`src/rtl/evtirq_pkg.sv`:
```
package evtirq_pkg;
  localparam int DATA_W   = 8;
  localparam int ADDR_W   = 3;
  localparam int FS_W     = 7;
  localparam int NUM_SLOT = 3;

  localparam logic [ADDR_W-1:0] A_MASK    = 3'd0;
  localparam logic [ADDR_W-1:0] A_FORCE   = 3'd1;
  localparam logic [ADDR_W-1:0] A_IDENT   = 3'd2;
  localparam logic [ADDR_W-1:0] A_STATION = 3'd3;
  localparam logic [ADDR_W-1:0] A_AFCSTAT = 3'd4;

  // mask byte bit positions
  localparam int MB_CNT = 0;
  localparam int MB_FS  = 1;
  localparam int MB_AFC = 2;
  localparam int MB_POL = 3;
  localparam int MB_ST  = 6;

  // pending slot indices and their identify-byte positions
  localparam int S_FSMS = 0;
  localparam int S_AFC  = 1;
  localparam int S_CNT  = 2;
  localparam int SLOT_POS [NUM_SLOT] = '{0, 3, 5};
  localparam logic [DATA_W-1:0] ID_FIXED_ONES = 8'hC0;

  typedef enum logic [1:0] {RD_NONE, RD_IDENT, RD_STATION, RD_AFC} rdSel_t;

  typedef struct packed {
    logic              maskWr;
    logic              forceWr;
    rdSel_t            rdSel;
    logic [DATA_W-1:0] wrByte;
  } ctlStrobe_t;
endpackage

```
`src/rtl/evtirq_ctrl.sv`:
```
module evtirq_ctrl
  import evtirq_pkg::*;
(
  input  logic              wrEn,
  input  logic [ADDR_W-1:0] wrAddr,
  input  logic [DATA_W-1:0] wrData,
  input  logic              rdEn,
  input  logic [ADDR_W-1:0] rdAddr,
  output ctlStrobe_t        strobe
);
  always_comb begin
    strobe         = '0;
    strobe.wrByte  = wrData;
    strobe.maskWr  = wrEn && (wrAddr == A_MASK);
    strobe.forceWr = wrEn && (wrAddr == A_FORCE);
    strobe.rdSel   = RD_NONE;
    if (rdEn) begin
      unique case (rdAddr)
        A_IDENT:   strobe.rdSel = RD_IDENT;
        A_STATION: strobe.rdSel = RD_STATION;
        A_AFCSTAT: strobe.rdSel = RD_AFC;
        default:   strobe.rdSel = RD_NONE;
      endcase
    end
  end
endmodule

```
`src/rtl/evtirq_dp.sv`:
```
module evtirq_dp
  import evtirq_pkg::*;
(
  input  logic                clk,
  input  logic                rstN,
  input  ctlStrobe_t          strobe,
  input  logic                cntDone,
  input  logic                afcIn,
  input  logic [FS_W-1:0]     fsIn,
  input  logic                stereoIn,
  output logic [DATA_W-1:0]   rdData,
  output logic                irqOut,
  output logic [NUM_SLOT-1:0] pendVec,
  output logic [DATA_W-1:0]   maskQ,
  output logic                forceQ
);
  logic [FS_W-1:0]     fsSmp;
  logic                stSmp;
  logic                afcSmp;
  logic                smpValid;
  logic [NUM_SLOT-1:0] evt;
  logic [NUM_SLOT-1:0] slotEn;
  logic [DATA_W-1:0]   identByte;
  logic                identRd;
  logic                anyActive;
  logic                unusedMaskBits;

  assign unusedMaskBits = ^{maskQ[7], maskQ[5:4]};
  assign identRd = (strobe.rdSel == RD_IDENT);

  // configuration registers
  always_ff @(posedge clk or negedge rstN) begin
    if (!rstN) begin
      maskQ  <= '0;
      forceQ <= 1'b0;
    end else begin
      if (strobe.maskWr)  maskQ  <= strobe.wrByte;
      if (strobe.forceWr) forceQ <= strobe.wrByte[0];
    end
  end

  // input samples, previous value for change detection
  always_ff @(posedge clk or negedge rstN) begin
    if (!rstN) begin
      fsSmp    <= '0;
      stSmp    <= 1'b0;
      afcSmp   <= 1'b0;
      smpValid <= 1'b0;
    end else begin
      fsSmp    <= fsIn;
      stSmp    <= stereoIn;
      afcSmp   <= afcIn;
      smpValid <= 1'b1;
    end
  end

  always_comb begin
    evt[S_CNT]  = cntDone & maskQ[MB_CNT];
    evt[S_AFC]  = smpValid & afcIn & ~afcSmp & maskQ[MB_AFC];
    evt[S_FSMS] = smpValid & (((fsIn != fsSmp) & maskQ[MB_FS]) |
                              ((stereoIn != stSmp) & maskQ[MB_ST]));
    slotEn[S_CNT]  = maskQ[MB_CNT];
    slotEn[S_AFC]  = maskQ[MB_AFC];
    slotEn[S_FSMS] = maskQ[MB_FS] | maskQ[MB_ST];
  end

  // one pending flop per slot: clear on identify read, new event wins
  for (genvar s = 0; s < NUM_SLOT; s++) begin : g_slot
    always_ff @(posedge clk or negedge rstN) begin
      if (!rstN) pendVec[s] <= 1'b0;
      else       pendVec[s] <= (pendVec[s] & ~identRd) | evt[s];
    end
  end

  always_comb begin
    identByte = ID_FIXED_ONES;
    for (int s = 0; s < NUM_SLOT; s++) identByte[SLOT_POS[s]] = pendVec[s];
  end

  always_comb begin
    unique case (strobe.rdSel)
      RD_IDENT:   rdData = identByte;
      RD_STATION: rdData = {stSmp, fsSmp};
      RD_AFC:     rdData = {{(DATA_W-1){1'b0}}, afcSmp};
      default:    rdData = '0;
    endcase
  end

  assign anyActive = (|(pendVec & slotEn)) | forceQ;
  assign irqOut    = anyActive ^ maskQ[MB_POL];
endmodule

```
`src/rtl/evtirq_top.sv`:
```
module evtirq_top
  import evtirq_pkg::*;
(
  input  logic              clk,
  input  logic              rstN,
  input  logic              wrEn,
  input  logic [ADDR_W-1:0] wrAddr,
  input  logic [DATA_W-1:0] wrData,
  input  logic              rdEn,
  input  logic [ADDR_W-1:0] rdAddr,
  output logic [DATA_W-1:0] rdData,
  input  logic              cntDone,
  input  logic              afcIn,
  input  logic [FS_W-1:0]   fsIn,
  input  logic              stereoIn,
  output logic              irqOut
);
  ctlStrobe_t          strobe;
  logic [NUM_SLOT-1:0] pendVec;
  logic [DATA_W-1:0]   maskQ;
  logic                forceQ;

  evtirq_ctrl u_ctrl (
    .wrEn(wrEn), .wrAddr(wrAddr), .wrData(wrData),
    .rdEn(rdEn), .rdAddr(rdAddr), .strobe(strobe)
  );

  evtirq_dp u_dp (
    .clk(clk), .rstN(rstN), .strobe(strobe),
    .cntDone(cntDone), .afcIn(afcIn), .fsIn(fsIn), .stereoIn(stereoIn),
    .rdData(rdData), .irqOut(irqOut),
    .pendVec(pendVec), .maskQ(maskQ), .forceQ(forceQ)
  );
endmodule

```
`config.mk`:
```
export PLATFORM = sky130hd
export DESIGN_NAME = evtirq_top
export DESIGN_NICKNAME = d
export VERILOG_FILES = /design/src/rtl/evtirq_pkg.sv /design/src/rtl/evtirq_ctrl.sv /design/src/rtl/evtirq_dp.sv /design/src/rtl/evtirq_top.sv
export SDC_FILE = /design/constraint.sdc
export NUM_CORES = 1
export LEC_CHECK = 0
export BUFFER_PORTS_ARGS = -buffer_cell sky130_fd_sc_hd__buf_4
export CORE_MARGIN = 2
export CORE_UTILIZATION = 24
export DETAILED_ROUTE_END_ITERATION = 7
export REMOVE_ABC_BUFFERS = 1
export SYNTH_ARGS = -nofsm -noshare
export SYNTH_HDL_FRONTEND = slang
export SYNTH_SLANG_ARGS = --single-unit
```
`constraint.sdc`:
```
create_clock -name clk -period 0.9 [get_ports clk]
set_input_delay 0.09 -clock clk [delete_from_list [all_inputs] [get_ports clk]]
set_output_delay 0.09 -clock clk [all_outputs]
set_load 0.01 [all_outputs]
```
==> results.cfg, run 1 <==
[worst_setup_path]
crit_path_start_kind = flop
critical_path.max_fanout = 2
critPathLaunch = u_dp.maskQ[2]$_DFFE_PN0P_
worstPathArrival_ps = 1390
reg2regPathDepth = 4
setup.worst_path.class = reg2out
cp-end-kind = primary output
critPathRequiredTime_ps = 810
r2r-start = u_dp.maskQ[2]$_DFFE_PN0P_

[sta]
timing.fmax_ghz = 0.677
timing.final.ws_setup_ps = -577
finalCritPeriodShare = 1.64
finalMaxSlewViolations = 0
finalHoldViolations = 0
period_needed_ps = 1480
fin_hold_ws_ps = 15.4
finalClockSkew_ps = 0.821
setup_tns_ps = -3140
setup_violations = 12
rsz0062_at_grt = true

[yosys]
synth_warnings = 0
synthCells = 69
ys_seq_area_frac = 0.559
yosysUniqueCellTypes = 23
synthesis.area_um2 = 851
avgSynthCellArea_um2 = 12.3
ys_seq_elements = 19

[global_route]
grt_pass1_vias = 847
antenna_found_initial = 0
grt_usage = 0.114
grt_overflow = 0
grt_pass1_wl_um = 3580
grt_max_degree = 20

[clock_tree]
clk_latency_ps = 300
cts_root_buffer = clkbuf_4
cts_tree = done
htree_levels = 1
cts.reportedPaths.clkPinSlew_ps = 110
cts_max_path_buffers = 2
cts_sinks = 19
cts_buffers = 3

[power]
fin_total_pwr_uw = 2130
leakagePower_uw = 0.000686
p_per_area_mw_per_mm2 = 1440
irDropWorstVdd_v = 0.000587

[cells_and_area]
design_area_mm2 = 0.00148
num_antenna_cells = 0
layout-drive-gt1-share = 0.554
area_delta_synth_final_pct = 73.7
nNetsFinal = 159

[place]
hpwl_um = 1600
routabilityCongestion = 0.754
port_buffers = 33
dpl_cell_area_mm2 = 0.00123
dp_slack_ps = -258

[status]
failed_checks = setup timing
status = finished with violations

[routing]
via_per_inst = 4.27
antenna_left = 0
drt_wl_total_um = 2100
first_iter_violations = 16
vias = 751
firstDrtPassIters = 4
drc = 0
wire_per_inst_um = 11.9

[flow_run]
max_cap_violations = 0

[min_path]
hp-start = wrData[2]
holdCritPathClass = in2reg
hold_depth = 2

[floorplan]
die_area_mm2 = 0.00404
row_count = 21
core-area_mm2 = 0.00336
die_x_um = 63.5
ioPinCount = 37
start_util = 0.253
die_y_um = 63.5
-- state kept, by name, summed over array words and instances, names as in the netlist --
register       count
u_dp.fsSmp         7
u_dp.maskQ         5
u_dp.pendVec       3
u_dp.afcSmp        1
u_dp.forceQ        1
u_dp.smpValid      1
u_dp.stSmp         1
-- per-stage QoR --
stage / std cells / utilization
finish: 176 / 0.439
global route: 176 / 0.439
detailed placement: 158 / 0.365
CTS: 175 / 0.429
floorplan: 68 / -
global placement: 158 / 0.365
-- routing by layer --
metal  wire [um]  global-route usage
met5           0                   0
met4          42              0.0734
met3          63              0.0143
met2        1100               0.192
met1         899               0.136
-- cell usage after synthesis --
library cell  count  area (um2)
dfrtp_1          19         475
nand2_1          10        37.5
mux2_2            6        67.6
xor2_1            5        43.8
a22o_1            4        35.0
xnor2_1           4        35.0
and2_2            3        22.5
nand3_1           2        10.0
o21ai_0           2        10.0
a221oi_1          1        8.76
a32oi_1           1        8.76
and3_1            1        6.26
and3b_2           1        10.0
buf_6             1        11.3
conb_1            1        3.75
nand3b_1          1        7.51
nand4_1           1        6.26
nand4b_1          1        8.76
nor2_1            1        3.75
nor2_4            1        11.3
nor2b_4           1        13.8
nor4_1            1        6.26
o31ai_1           1        7.51
-- placed cells by master (no fill, tap or decap), types with 2 or more instances in the layout --
cell type and n:
a22o_1 4, and2_4 3, buf_4 34, buf_6 14, clkbuf_4 3, dfrtp_1 19, dlygate4sd3_1 10, mux2_2 6
nand2_1 8, nand2_2 2, xnor2_1 4, xor2_1 4
-- critical path: stages, from the launching register on --
cell,delay (ps)
dfrtp_1,410
a221oi_2,290
nand2_1,100
xor2_1,150
buf_4,140
-- cells by family (layout without fill, tap and decap cells) --
group,count (synthesis),after routing,synth area share
buf+inv,1,62,0.0132
simple gates,24,24,0.169
xor+xnor,9,9,0.0926
flops,19,19,0.559
compound gates,9,9,0.0824
other cells,1,1,0.00441
mux,6,6,0.0794
-- path summary, 6_finish.rpt --
path	end	slack (ps)
worst min register to register	u_dp.pendVec[1]$_DFF_PN0_	550
worst min-delay path	u_dp.maskQ[2]$_DFFE_PN0P_	20
worst max-delay path	irqOut	-580
max in group asynchronous	u_dp.forceQ$_DFFE_PN0P_	520
min in group asynchronous	u_dp.fsSmp[0]$_DFF_PN0_	190
worst max register to register	u_dp.maskQ[2]$_DFFE_PN0P_	-250
-- power by group --
group          switching, uW  internal [uW]
sequential              89.0            964
clock                    272            166
combinational            221            415
-- what timing repair did --
| action | 4_1_cts | 5_1_grt |
|---|---|---|
| pin swaps | 8 | 5 |
| endpoints found under the setup margin | 10 | 14 |
| gates cloned | 0 | 0 |
| buffers inserted | 3 | 1 |
| endpoints found under the hold margin | 28 | 0 |
| hold buffers | 10 | 0 |
| gates resized for setup | 20 | 6 |
-- area by class of cell --
type	count	area, um2
clock inverters	1	5.00
well taps	46	57.6
clock buffers	3	22.5
repair buffers	58	513
multi-input cells	49	404
flip-flops and latches	19	475
fillers	346	1890
Power figures use the tool's default switching activity.
==> inputs of run 2 (changes only) <==
--- a/config.mk
+++ b/config.mk
@@ -13,3 +13,4 @@
 export SYNTH_ARGS = -nofsm -noshare
 export SYNTH_HDL_FRONTEND = slang
 export SYNTH_SLANG_ARGS = --single-unit
+export TNS_END_PERCENT = 50
==> run 2 against run 1 <==
Compared with the run above: largest power group unchanged; critical path type unchanged; power fell by 0.78%; the run still ends with setup timing left; die area is the same; clock-buffer cell count did not move.
==> results.cfg, run 2 (synthesis results as in run 1) <==
[clock_tree]
cts_sinks = 19
cts_max_path_buffers = 2
cts_tree = done
cts_buffers = 3
clk_latency_ps = 290
htree_levels = 1
cts_root_buffer = clkbuf_4
cts.reportedPaths.clkPinSlew_ps = 110

[routing]
first_iter_violations = 16
drc = 0
drt_wl_total_um = 2090
firstDrtPassIters = 4
antenna_left = 0
wire_per_inst_um = 11.9
vias = 757
via_per_inst = 4.33

[global_route]
grt_overflow = 0
antenna_found_initial = 0
grt_usage = 0.113
grt_pass1_vias = 834
grt_pass1_wl_um = 3550
grt_max_degree = 20

[worst_setup_path]
r2r-start = u_dp.fsSmp[6]$_DFF_PN0_
critPathRequiredTime_ps = 810
crit_path_start_kind = flop
setup.worst_path.class = reg2out
cp_num_buf_inv = 1
slowest_delay_ps = 410
cpLargestDelayFamily = flip-flops
reg2regPathDepth = 4
cp-end-kind = primary output
worstPathCellList = a221oi_2 -> nand2_1 -> xor2_1 -> buf_4
critical_path.max_fanout = 2
worstPathArrival_ps = 1380
reg2reg_slack_ps = -250
reg2reg_to = u_dp.pendVec[0]$_DFF_PN0_
cp_slowest_cell = dfrtp_1

[power]
irDropWorstVdd_v = 0.000582
p_per_area_mw_per_mm2 = 1450
fin_total_pwr_uw = 2110
leakagePower_uw = 0.000678

[flow_run]
max_cap_violations = 0

[min_path]
hold_depth = 2
hp-start = wrData[2]
min_to = u_dp.maskQ[2]$_DFFE_PN0P_
holdCritPathClass = in2reg

[sta]
finalHoldViolations = 0
finalClockSkew_ps = 0.939
timing.final.ws_setup_ps = -570
rsz0062_at_grt = true
finalMaxSlewViolations = 0
period_needed_ps = 1470
finalCritPeriodShare = 1.63
timing.fmax_ghz = 0.680
setup_violations = 12

[cells_and_area]
final_cell_mix = buf_4, dfrtp_1, buf_6, dlygate4sd3_1, nand2_1
layout-drive-gt1-share = 0.535
largest_registers = u_dp.fsSmp x7, u_dp.maskQ x5, u_dp.pendVec x3
final_common_cell = buf_4
largest_reg_flops = 7
final_core_util = 0.433
top_register = u_dp.fsSmp
area_delta_synth_final_pct = 71.2
num_antenna_cells = 0
nNetsFinal = 158
fin_cells = 175

[floorplan]
die_x_um = 63.5
die_y_um = 63.5
ioPinCount = 37
row_count = 21
start_util = 0.253
die_area_mm2 = 0.00404
core-area_mm2 = 0.00336

[status]
status = finished with violations
failed_checks = setup timing

[place]
port_buffers = 33
dp.cells = 158
dp_slack_ps = -258
routabilityCongestion = 0.754
hpwl_um = 1600
-- run 2: cell count changes in the layout (fill, tap and decap cells not counted), sizes merged --
cell / previous run / this run
buf: 48 / 47
-- run 2: worst reg2reg max path, delay by kind of cell (launching register included) --
| kind | cells | cell delay, ps |
|---|---|---|
| xor+xnor | 1 | 150 |
| simple gates | 2 | 420 |
| flops | 1 | 400 |
| compound gates | 1 | 80 |
-- run 2: timing repair --
action | in CTS | in global routing
hold buffers | 10 | 0
buffers inserted | 2 | 1
hold endpoints to repair | 28 | 0
gates resized for setup | 18 | 5
pin swaps | 1 | 8
setup endpoints to repair | 10 | 14
-- run 2: worst max path at each step --
stage	start	end	cells after the start
after floorplan	u_dp.maskQ[2]$_DFFE_PN0P_	irqOut	3
final	u_dp.maskQ[2]$_DFFE_PN0P_	irqOut	4
after global routing	u_dp.pendVec[1]$_DFF_PN0_	irqOut	4
after CTS	u_dp.maskQ[2]$_DFFE_PN0P_	irqOut	4
after detailed placement	u_dp.maskQ[2]$_DFFE_PN0P_	irqOut	4
after global placement	u_dp.maskQ[2]$_DFFE_PN0P_	irqOut	4
-- run 2: area by class of cell --
| type | instances | area, um2 |
|---|---|---|
| clock buffer | 3 | 22.5 |
| fill | 344 | 1910 |
| clock inverter | 1 | 5.00 |
| multi-input combinational | 49 | 394 |
| tap | 46 | 57.6 |
| timing repair buffer | 57 | 502 |
| sequential | 19 | 475 |
-- run 2: layer usage --
| metal | up-vias | GRT usage | share of wire |
|---|---|---|---|
| li1 | 364 | - | - |
| met1 | 362 | 0.135 | 0.43 |
| met2 | 25 | 0.188 | 0.51 |
| met3 | 6 | 0.0161 | 0.033 |
| met4 | 0 | 0.0761 | 0.022 |
| met5 | - | 0 | 0 |
-- run 2: where the power goes --
group | internal, uW | switching (uW) | total [uW]
Sequential | 964 | 88.7 | 1050
Combinational | 409 | 219 | 628
Clock | 165 | 263 | 429
-- run 2: through the flow --
step / area [um2] / hold WS, ps / setup TNS (ps)
floorplan: 840 / -206 / -220
global placement: 1230 / -23.6 / -2170
detailed placement: 1230 / -24.0 / -2680
CTS: 1430 / 5.87 / -3030
global route: 1460 / 3.26 / -3920
finish: 1460 / 19.4 / -3100
